===== src/rtl/cc_timer.sv =====
module cc_timer #(
  parameter int W    = 16,
  parameter int SYNC = 2,
  parameter int FILT = 3
) (
  input  logic         clk,
  input  logic         rst,
  input  logic         cc_rise,
  input  logic         cc_fall,
  input  logic         trig0,
  input  logic         trig1,
  input  logic         cfg_we,
  input  logic [6:0]   cfg_data,
  input  logic         wr_en,
  input  logic         wr_sel,
  input  logic [W-1:0] wr_data,
  input  logic         rd_en,
  input  logic         rd_sel,
  output logic [W-1:0] rd_data,
  output logic         irq0,
  output logic         irq1
);

  logic [W-1:0] cnt, slot0, slot1;
  logic [1:0]   cmp, esel0, esel1;
  logic         xsel;
  logic [1:0]   tin, rise_ev, fall_ev;
  logic [1:0]   pcap, arm, want_cap, match;
  logic         pint0, want_int0, valid1, opp0;

  assign tin = {trig1, trig0};

  for (genvar i = 0; i < 2; i++) begin : g_in
    logic [SYNC-1:0] sy;
    logic [FILT-1:0] hist, nh;
    logic            lvl, steady;

    assign nh         = {hist[FILT-2:0], sy[SYNC-1]};
    assign steady     = (&nh) | ~(|nh);
    assign rise_ev[i] = cc_rise & steady & nh[0] & ~lvl;
    assign fall_ev[i] = cc_rise & steady & ~nh[0] & lvl;

    always_ff @(posedge clk) begin
      if (rst) begin
        sy   <= '0;
        hist <= '0;
        lvl  <= 1'b0;
      end else begin
        sy <= {sy[SYNC-2:0], tin[i]};
        if (cc_rise) begin
          hist <= nh;
          if (steady) lvl <= nh[0];
        end
      end
    end
  end

  assign valid1      = (esel1[0] & rise_ev[1]) | (esel1[1] & fall_ev[1]);
  assign opp0        = ~(esel0[0] & esel0[1]) &
                       ((esel0[0] & fall_ev[0]) | (esel0[1] & rise_ev[0]));
  assign want_cap[0] = ~cmp[0] & (xsel ? opp0 : valid1);
  assign want_cap[1] = ~cmp[1] & valid1;
  assign want_int0   = ~cmp[0] & xsel & valid1;
  assign match[0]    = cmp[0] & (cnt == slot0);
  assign match[1]    = cmp[1] & (cnt == slot1);

  always_ff @(posedge clk) begin
    if (rst) begin
      cnt     <= '0;
      slot0   <= '0;
      slot1   <= '0;
      pcap    <= '0;
      pint0   <= 1'b0;
      arm     <= '0;
      irq0    <= 1'b0;
      irq1    <= 1'b0;
      rd_data <= '0;
      cmp     <= '0;
      esel0   <= '0;
      esel1   <= '0;
      xsel    <= 1'b0;
    end else begin
      irq0 <= cc_rise & (arm[0] | match[0]);
      irq1 <= cc_rise & (arm[1] | match[1]);
      if (cc_rise) begin
        cnt   <= cnt + W'(1);
        arm   <= '0;
        pcap  <= pcap | want_cap;
        pint0 <= pint0 | want_int0;
      end
      if (cc_fall) begin
        if (pcap[0] & ~cmp[0]) slot0 <= cnt;
        if (pcap[1] & ~cmp[1]) slot1 <= cnt;
        arm   <= arm | (pcap & ~cmp) | {1'b0, pint0};
        pcap  <= '0;
        pint0 <= 1'b0;
      end
      if (cfg_we) {xsel, esel1, esel0, cmp} <= cfg_data;
      if (wr_en) begin
        if (wr_sel) slot1 <= wr_data;
        else        slot0 <= wr_data;
      end
      if (rd_en) rd_data <= rd_sel ? slot1 : slot0;
    end
  end

endmodule


===== config.mk =====
export PLATFORM = sky130hd
export DESIGN_NAME = cc_timer
export DESIGN_NICKNAME = d
export VERILOG_FILES = /design/src/rtl/cc_timer.sv
export SDC_FILE = /design/constraint.sdc
export NUM_CORES = 1
export LEC_CHECK = 0
export ABC_AREA = 0
export BUFFER_PORTS_ARGS = -buffer_cell sky130_fd_sc_hd__clkbuf_2
export CORE_ASPECT_RATIO = 0.7
export CORE_UTILIZATION = 42
export CTS_BUF_LIST = sky130_fd_sc_hd__clkbuf_2 sky130_fd_sc_hd__clkbuf_4 sky130_fd_sc_hd__clkbuf_8
export DETAILED_ROUTE_END_ITERATION = 12
export PLACE_DENSITY = 0.72
export SLEW_MARGIN = 10
export SYNTH_ARGS = -nofsm -noshare
export SYNTH_HDL_FRONTEND = slang
export SYNTH_SLANG_ARGS = --single-unit

===== constraint.sdc =====
create_clock -name clk -period 3.33 [get_ports clk]
set_input_delay 0 -clock clk [delete_from_list [all_inputs] [get_ports clk]]
set_output_delay 0 -clock clk [all_outputs]
set_load 0.01 [all_outputs]

Word-level counts from Yosys, hierarchy flattened
Index checks and enable logic that the tools add are counted.
W data, S select, Z words.
- div/mod/pow operators: 0
- $mul: 0
- reductions and logical operators: 8
- eq/ne operators: 2
- muxes and demuxes: 12
- $add $sub $neg: 1
- order comparisons: 0
- bitwise gates (word level): 47
- shift operators: 0
- operators with widths (cell ; count):
    $mux W16 ; 9
    $eq A16 B16 Y1 ; 2
    $and A1 B1 Y1 ; 26
    $add A16 B1 Y16 const B ; 1
    $not A1 Y1 ; 9
    $or A1 B1 Y1 ; 7
    $reduce_and A3 Y1 ; 2
    $reduce_or A3 Y1 ; 2
    $mux W2 ; 2
    $or A2 B2 Y2 ; 2
    $reduce_and A2 Y1 ; 2
    $and A2 B2 Y2 ; 1
    $not A2 Y2 ; 1
    $or A2 B1 Y2 ; 1
    $reduce_bool A2 Y1 ; 1
    $reduce_or A2 Y1 ; 1
    $mux W1 ; 1
- output and inout port bits: 18
- memories kept: 0
- register bits after elaboration: 88
- bits in latches: 0
- memory bits (read-only): 0
- memory bits (writable): 0

Logic depth before layout (Yosys ltp)
Gate-level depths: netlist of the first run.
- depth after elaboration: 12
- depth in mapped cells: 7
- gate-level depth less buffers: 5

Least setup slack after synthesis of the first run
OpenSTA, ideal clock, no wires.
- kind: register -> register
- from: register cnt[1]
- to: register cnt[12]
- buffers on the path: 0
- setup time: 123 ps
- stages on the path, launching flop included: 6
- data arrival time: 1340 ps
- period minus slack after synthesis: 1463 ps
- path slack: 1867 ps
- data required time: 3207 ps
- path through: dfxtp_1 ha_1 nand3_1 nor2_1 nand4_1 mux2_1
- word-level cells in the longest chain between the ends: 1
- ends and longest elaborated chain (what ; RTL line ; RTL):
    start, declared ; 24 ; logic [W-1:0] cnt, slot0, slot1;
    start signal, assigned ; 86 ; cnt <= cnt + W'(1);
    $add A16 B1 Y16 ; 86 ;
Every way passes these cells.
A chain may end at the register's enable or synchronous reset.

Worst setup path after layout of the first run
- from: register cnt[0]
- to: register cnt[14]
The elaborated chain is that of the path after synthesis.

==> results of run 1 <==
[power breakdown]
group	switching [W]	internal, W	leakage [nW]
sequential	0.0000452	0.00110	0.721
combinational	0.000129	0.000115	1.46
clock	0.000382	0.000439	0.108
[placed cells by master (no fill, tap or decap), types with 3 or more instances in the layout]
cell type and count:
xor2_1 36, dlygate4sd3_1 26, nor2b_1 6, o31ai_1 3, nand3_1 9, xnor2_1 7
dfxtp_1 88, nand2_1 9, nor2_1 78, a21oi_1 6, clkbuf_8 10, buf_4 3
inv_1 4, nand4_1 6, and3_1 5, a211oi_1 48, clkbuf_2 51, nor3_1 3
o21ai_1 4, mux2i_1 59, nor4_1 6
[how the worst max path moves through the flow]
stage / endpoint / slack, ns / startpoint
after floorplan: cnt[12] / 1.87 / cnt[1]
after global placement: cnt[12] / 1.68 / cnt[0]
after detailed placement: cnt[12] / 1.62 / cnt[0]
after CTS: cnt[12] / 1.61 / cnt[0]
after global routing: cnt[15] / 1.48 / cnt[2]
final: cnt[14] / 1.58 / cnt[0]
[registers in the layout, indices dropped and copies added (netlist names)]
signal and count:
irq1 1, cnt 16, g_in.lvl 2, xsel 1
g_in.hist 4, irq0 1, rd_data 16, esel0 2
pint0 1, g_in.sy 4, esel1 2, slot1 16
slot0 16, cmp 2, pcap 2, arm 2
[stage by stage]
step	hold slack (ns)	cells	utilization	power [W]	area, um2
2_1_floorplan	0.128	450	-	0.00131	4160
3_3_place_gp	0.208	585	0.471	0.00138	4390
3_5_place_dp	0.216	585	0.471	0.00139	4390
4_1_cts	0.0767	626	0.523	0.00223	4870
5_1_grt	0.0960	626	0.523	0.00231	4880
6_report	0.0782	626	0.523	0.00221	4880
[logic make-up (layout without fill, tap and decap cells)]
logic type	count (synthesis)	count (layout)	synth area share
flops	88	88	0.424
simple gates	139	139	0.164
mux	61	61	0.147
buf+inv	49	101	0.0527
fa+ha+maj	1	1	0.00301
compound gates	69	69	0.119
xor+xnor	43	43	0.0906
[final cells by class]
type / count / area [um2] / share of cell area
Clock buffer: 10 / 138 / 0.0282
Timing Repair Buffer: 80 / 538 / 0.110
Tap cell: 124 / 155 / 0.0318
Inverter: 6 / 22.5 / 0.00462
Clock inverter: 5 / 81.3 / 0.0167
Multi-Input combinational cell: 313 / 2180 / 0.447
Sequential cell: 88 / 1760 / 0.361
[timing repair]
| item | in CTS | in global routing |
|---|---|---|
| hold buffers | 26 | 0 |
| endpoints found under the hold margin | 45 | 0 |
| setup endpoints to repair | 0 | 0 |
[routing by layer]
| metal | track usage | vias to the layer above | wire (um) |
|---|---|---|---|
| li1 | - | 1667 | - |
| met1 | 0.256 | 1614 | 4510 |
| met2 | 0.319 | 90 | 4440 |
| met3 | 0.0517 | 12 | 614 |
| met4 | 0.0561 | 0 | 128 |
| met5 | 0 | - | 0 |
[worst max-delay path: cells and delay by family, from the launching register on]
family / cells / cell delay (ns)
adders and majority gates: 1 / 0.25
DFF: 1 / 0.51
muxes: 1 / 0.34
and+or+nand+nor: 3 / 0.53
==> run metrics, run 1 <==
outcome finished, final reports clean; Tcrit/Tclk final 0.525; final hold violation count 0; # rows 29; max-slew violations 0; die area 10,300 um2; peak supply drop 0.199 mV; routed vias 3,383; Reg2Reg Setup Slack 1.58 ns; YS warnings 0; Synth Flop Type dfxtp_1; GRT overflow 0; HPWL after DPL 6760 um; post_cts resized 0; fraction of layout cells with a size suffix above 1 0.151; root buf cell clkbuf_8; drt wl/cell 15.5 um; Synth Instances 450; Seq/Total Area, Yosys 0.424; GR Util All Layers 0.196; Worst Hold End esel0[1]; Std-Cell Core Area 9330 um2; H-tree depth 3; Worst Path Required 3.58 ns; Antenna Diode Count 0; synthesized area per cell 9.24 um2; Worst R2R Start cnt[0]; worst slew pin tran 1.07 ns; Worst Hold Depth 3; Final nets 533; Crit-path slowest cell dfxtp_1; unrepaired setup endpoints after global routing false; Setup crit end kind flip-flop; Post-synth EDFFs 0; global-route wire length before repair 15,600 um; drt pass-1 iters 4; PortBufs 51; Area Overhead vs Synth 17.3%; Worst setup SP type flip-flop; P_leak 2.29 nW; die width 121 um; Initial Utilization 0.446; Max-cap violations 0; DR DRC count 0; R2R Path End cnt[14]; Setup Fix Bufs, Post-CTS 0; Reg2Reg Depth 5; via density per instance 5.40; Post-synth top cells dfxtp_1 (88), nor2_1 (78), mux2i_1 (59); Clk Latency, worst-skew pair 0.37 ns; Synth Cell Area 4160 um2; CP Max Fanout 7; most frequent cell after synthesis dfxtp_1; CTS Sinks 88; clk slew on worst S/H paths 0.08 ns; Setup-failing EPs final 0; worst setup margin 1.58 ns; vias in the first global route 3,199; synth top area cells dfxtp_1 (42%), mux2i_1 (14%), a211oi_1 (8.7%), xor2_1 (7.6%), nor2_1 (7.0%); Final GP Congestion 0.792; fillcell total 862; CP peak stage delay 0.51 ns; initial antenna violation count 0; Max Freq 572 MHz; CTS tree built; total wire length 9690 um; cts bufs inserted 9; kind of critical path flip-flop to flip-flop; largest net degree at the start of global routing 55; Antenna Nets Post-Route 0; count of different cell masters after synthesis 41; CTS Buffer Depth 2; Slew HR 0.285; cells along the critical path ha_1 > nand3_1 > nor2_1 > nand4_1 > mux2_1; hold path startpoint cfg_we; Tmin final 1.75 ns; Setup TNS 0 ns; syn nets 485; initial DRC count 179; pwr/cell area 454 nW/um2; Die H 85.2 um; Synth area leader dfxtp_1; Synth Register Bits 88; Async S/R FF share, synth 0; Hold Crit Class input port to flip-flop; I/O pin total 52; pre-CTS setup slack 1.62 ns; post-synth top area share 0.424; skew final 0.0158 ns; worst path arrival time 2.00 ns
Power figures use the tool's default switching activity.
==> inputs of run 2 (changes only) <==
PLACE_DENSITY = 0.74   (was 0.72)
clock period = 1.5 ns   (was 3.33 ns; I/O delays follow)
==> run metrics, run 2 (synthesis results as in run 1) <==
unrepaired setup endpoints after global routing true; Setup-failing EPs final 2; Max Freq 660 MHz; Final nets 559; Comb pwr share 0.120; CP Max Fanout 3; DR DRC count 0; pwr/cell area 948 nW/um2; Flop pwr share 0.523; total wire length 10,100 um; Finished Layout Cells 653; Hold Crit Class input port to flip-flop; GRT overflow 0; Die H 85.2 um; internal power 0.00360 W; die area 10,300 um2; CTS Sinks 88; Antenna Nets Post-Route 0; Setup crit end kind flip-flop; CTS Buffer Depth 2; outcome finished, violations left; drt wl/cell 15.5 um; worst path arrival time 1.82 ns; Area Overhead vs Synth 23.1%; clk slew on worst S/H paths 0.09 ns; Worst Path Required 1.80 ns; HPWL after DPL 7110 um; Slew HR 0.611; skew final 0.00658 ns; Worst setup SP type flip-flop; Antenna Diode Count 0; fraction of layout cells with a size suffix above 1 0.212; violated checks negative setup slack; Clk Latency, worst-skew pair 0.37 ns; worst slew pin tran 0.584 ns; Clk network pwr share 0.357; area post-placement 4610 um2; most common cell after layout, fill and taps aside dfxtp_1; worst setup margin -0.0143 ns; Setup TNS -0.0184 ns; fillcell total 834; CTS tree built; drt pass-1 iters 4; final hold violation count 0; P_leak 2.46 nW; root buf cell clkbuf_8; global-route wire length before repair 16,600 um; Net Sw Frac 0.258; H-tree depth 3; die width 121 um; PortBufs 51; Std-Cell Core Area 9330 um2; Tmin final 1.51 ns; Final GP Congestion 0.781; max-slew violations 0; I/O pin total 52; Tcrit/Tclk final 1.01; kind of critical path flip-flop to flip-flop; cts bufs inserted 9; peak supply drop 0.499 mV; # rows 29; via density per instance 5.24; NetSw 0.00125 W; Initial Utilization 0.446; initial antenna violation count 0; initial DRC count 231; most frequent cells in the layout dfxtp_1 (83), nor2_1 (77), mux2i_1 (59); Final Cell Area 5120 um2; pre-CTS setup slack -0.0666 ns; routed vias 3,424; largest net degree at the start of global routing 34; GR Util All Layers 0.208; total placed cells including tap cells 610; vias in the first global route 3,348; Max-cap violations 0
==> run 2: path summary, 6_finish.rpt <==
path,slack (ns),endpoint,cells after the start,start
min,0.01,cnt[4],4,cc_rise
max reg2reg,-0.01,pint0,4,g_in[1].hist[0]
min reg2reg,0.44,g_in[1].sy[1],1,g_in[1].sy[0]
max,-0.01,pint0,4,g_in[1].hist[0]
==> run 2: critical path, stage by stage (launching register included) <==
cell and delay (ns):
dfxtp_2 0.33, or4b_4 0.54, a221oi_4 0.32, a31oi_1 0.16
nor3_2 0.11
==> run 2: what timing repair did <==
item                                   4_1_cts  5_1_grt
setup endpoints to repair                    3        8
pin swaps                                    2        1
setup buffers                                0        1
gates resized for setup                      3        9
hold buffers                                26        0
endpoints found under the hold margin       45        0
==> run 2: metrics by stage <==
step	utilization	total power (W)	hold slack, ns
2_1_floorplan	-	0.00292	0.128
3_3_place_gp	0.494	0.00309	0.214
3_5_place_dp	0.494	0.00311	0.217
4_1_cts	0.546	0.00488	0.00526
5_1_grt	0.549	0.00506	0.0275
6_report	0.549	0.00485	0.0146
==> run 2: final cells by class <==
class                   count  area [um2]  share of cell area
well taps                 124         155              0.0303
repair buffers            106         758               0.148
multi-input cells         313        2200               0.430
flip-flops and latches     88        1770               0.346
clock buffers              12         159              0.0311
clock inverters             4        52.6              0.0103
inverters                   6        22.5             0.00440
==> run 2: metal layers <==
layer	part of all wire	wire (um)	track usage	vias to the layer above
li1	-	-	-	1718
met1	0.49	4920	0.277	1609
met2	0.44	4480	0.324	84
met3	0.055	557	0.0598	13
met4	0.013	128	0.0673	0
met5	0	0	0	-
==> run 2: power groups by stage <==
stage | clock, W | combinational (W) | sequential [W]
finish | 0.00173 | 0.000580 | 0.00254
global route | 0.00186 | 0.000639 | 0.00255
CTS | 0.00176 | 0.000579 | 0.00254
detailed placement | 0 | 0.000521 | 0.00259
global placement | 0 | 0.000509 | 0.00258
floorplan | 0 | 0.000335 | 0.00258
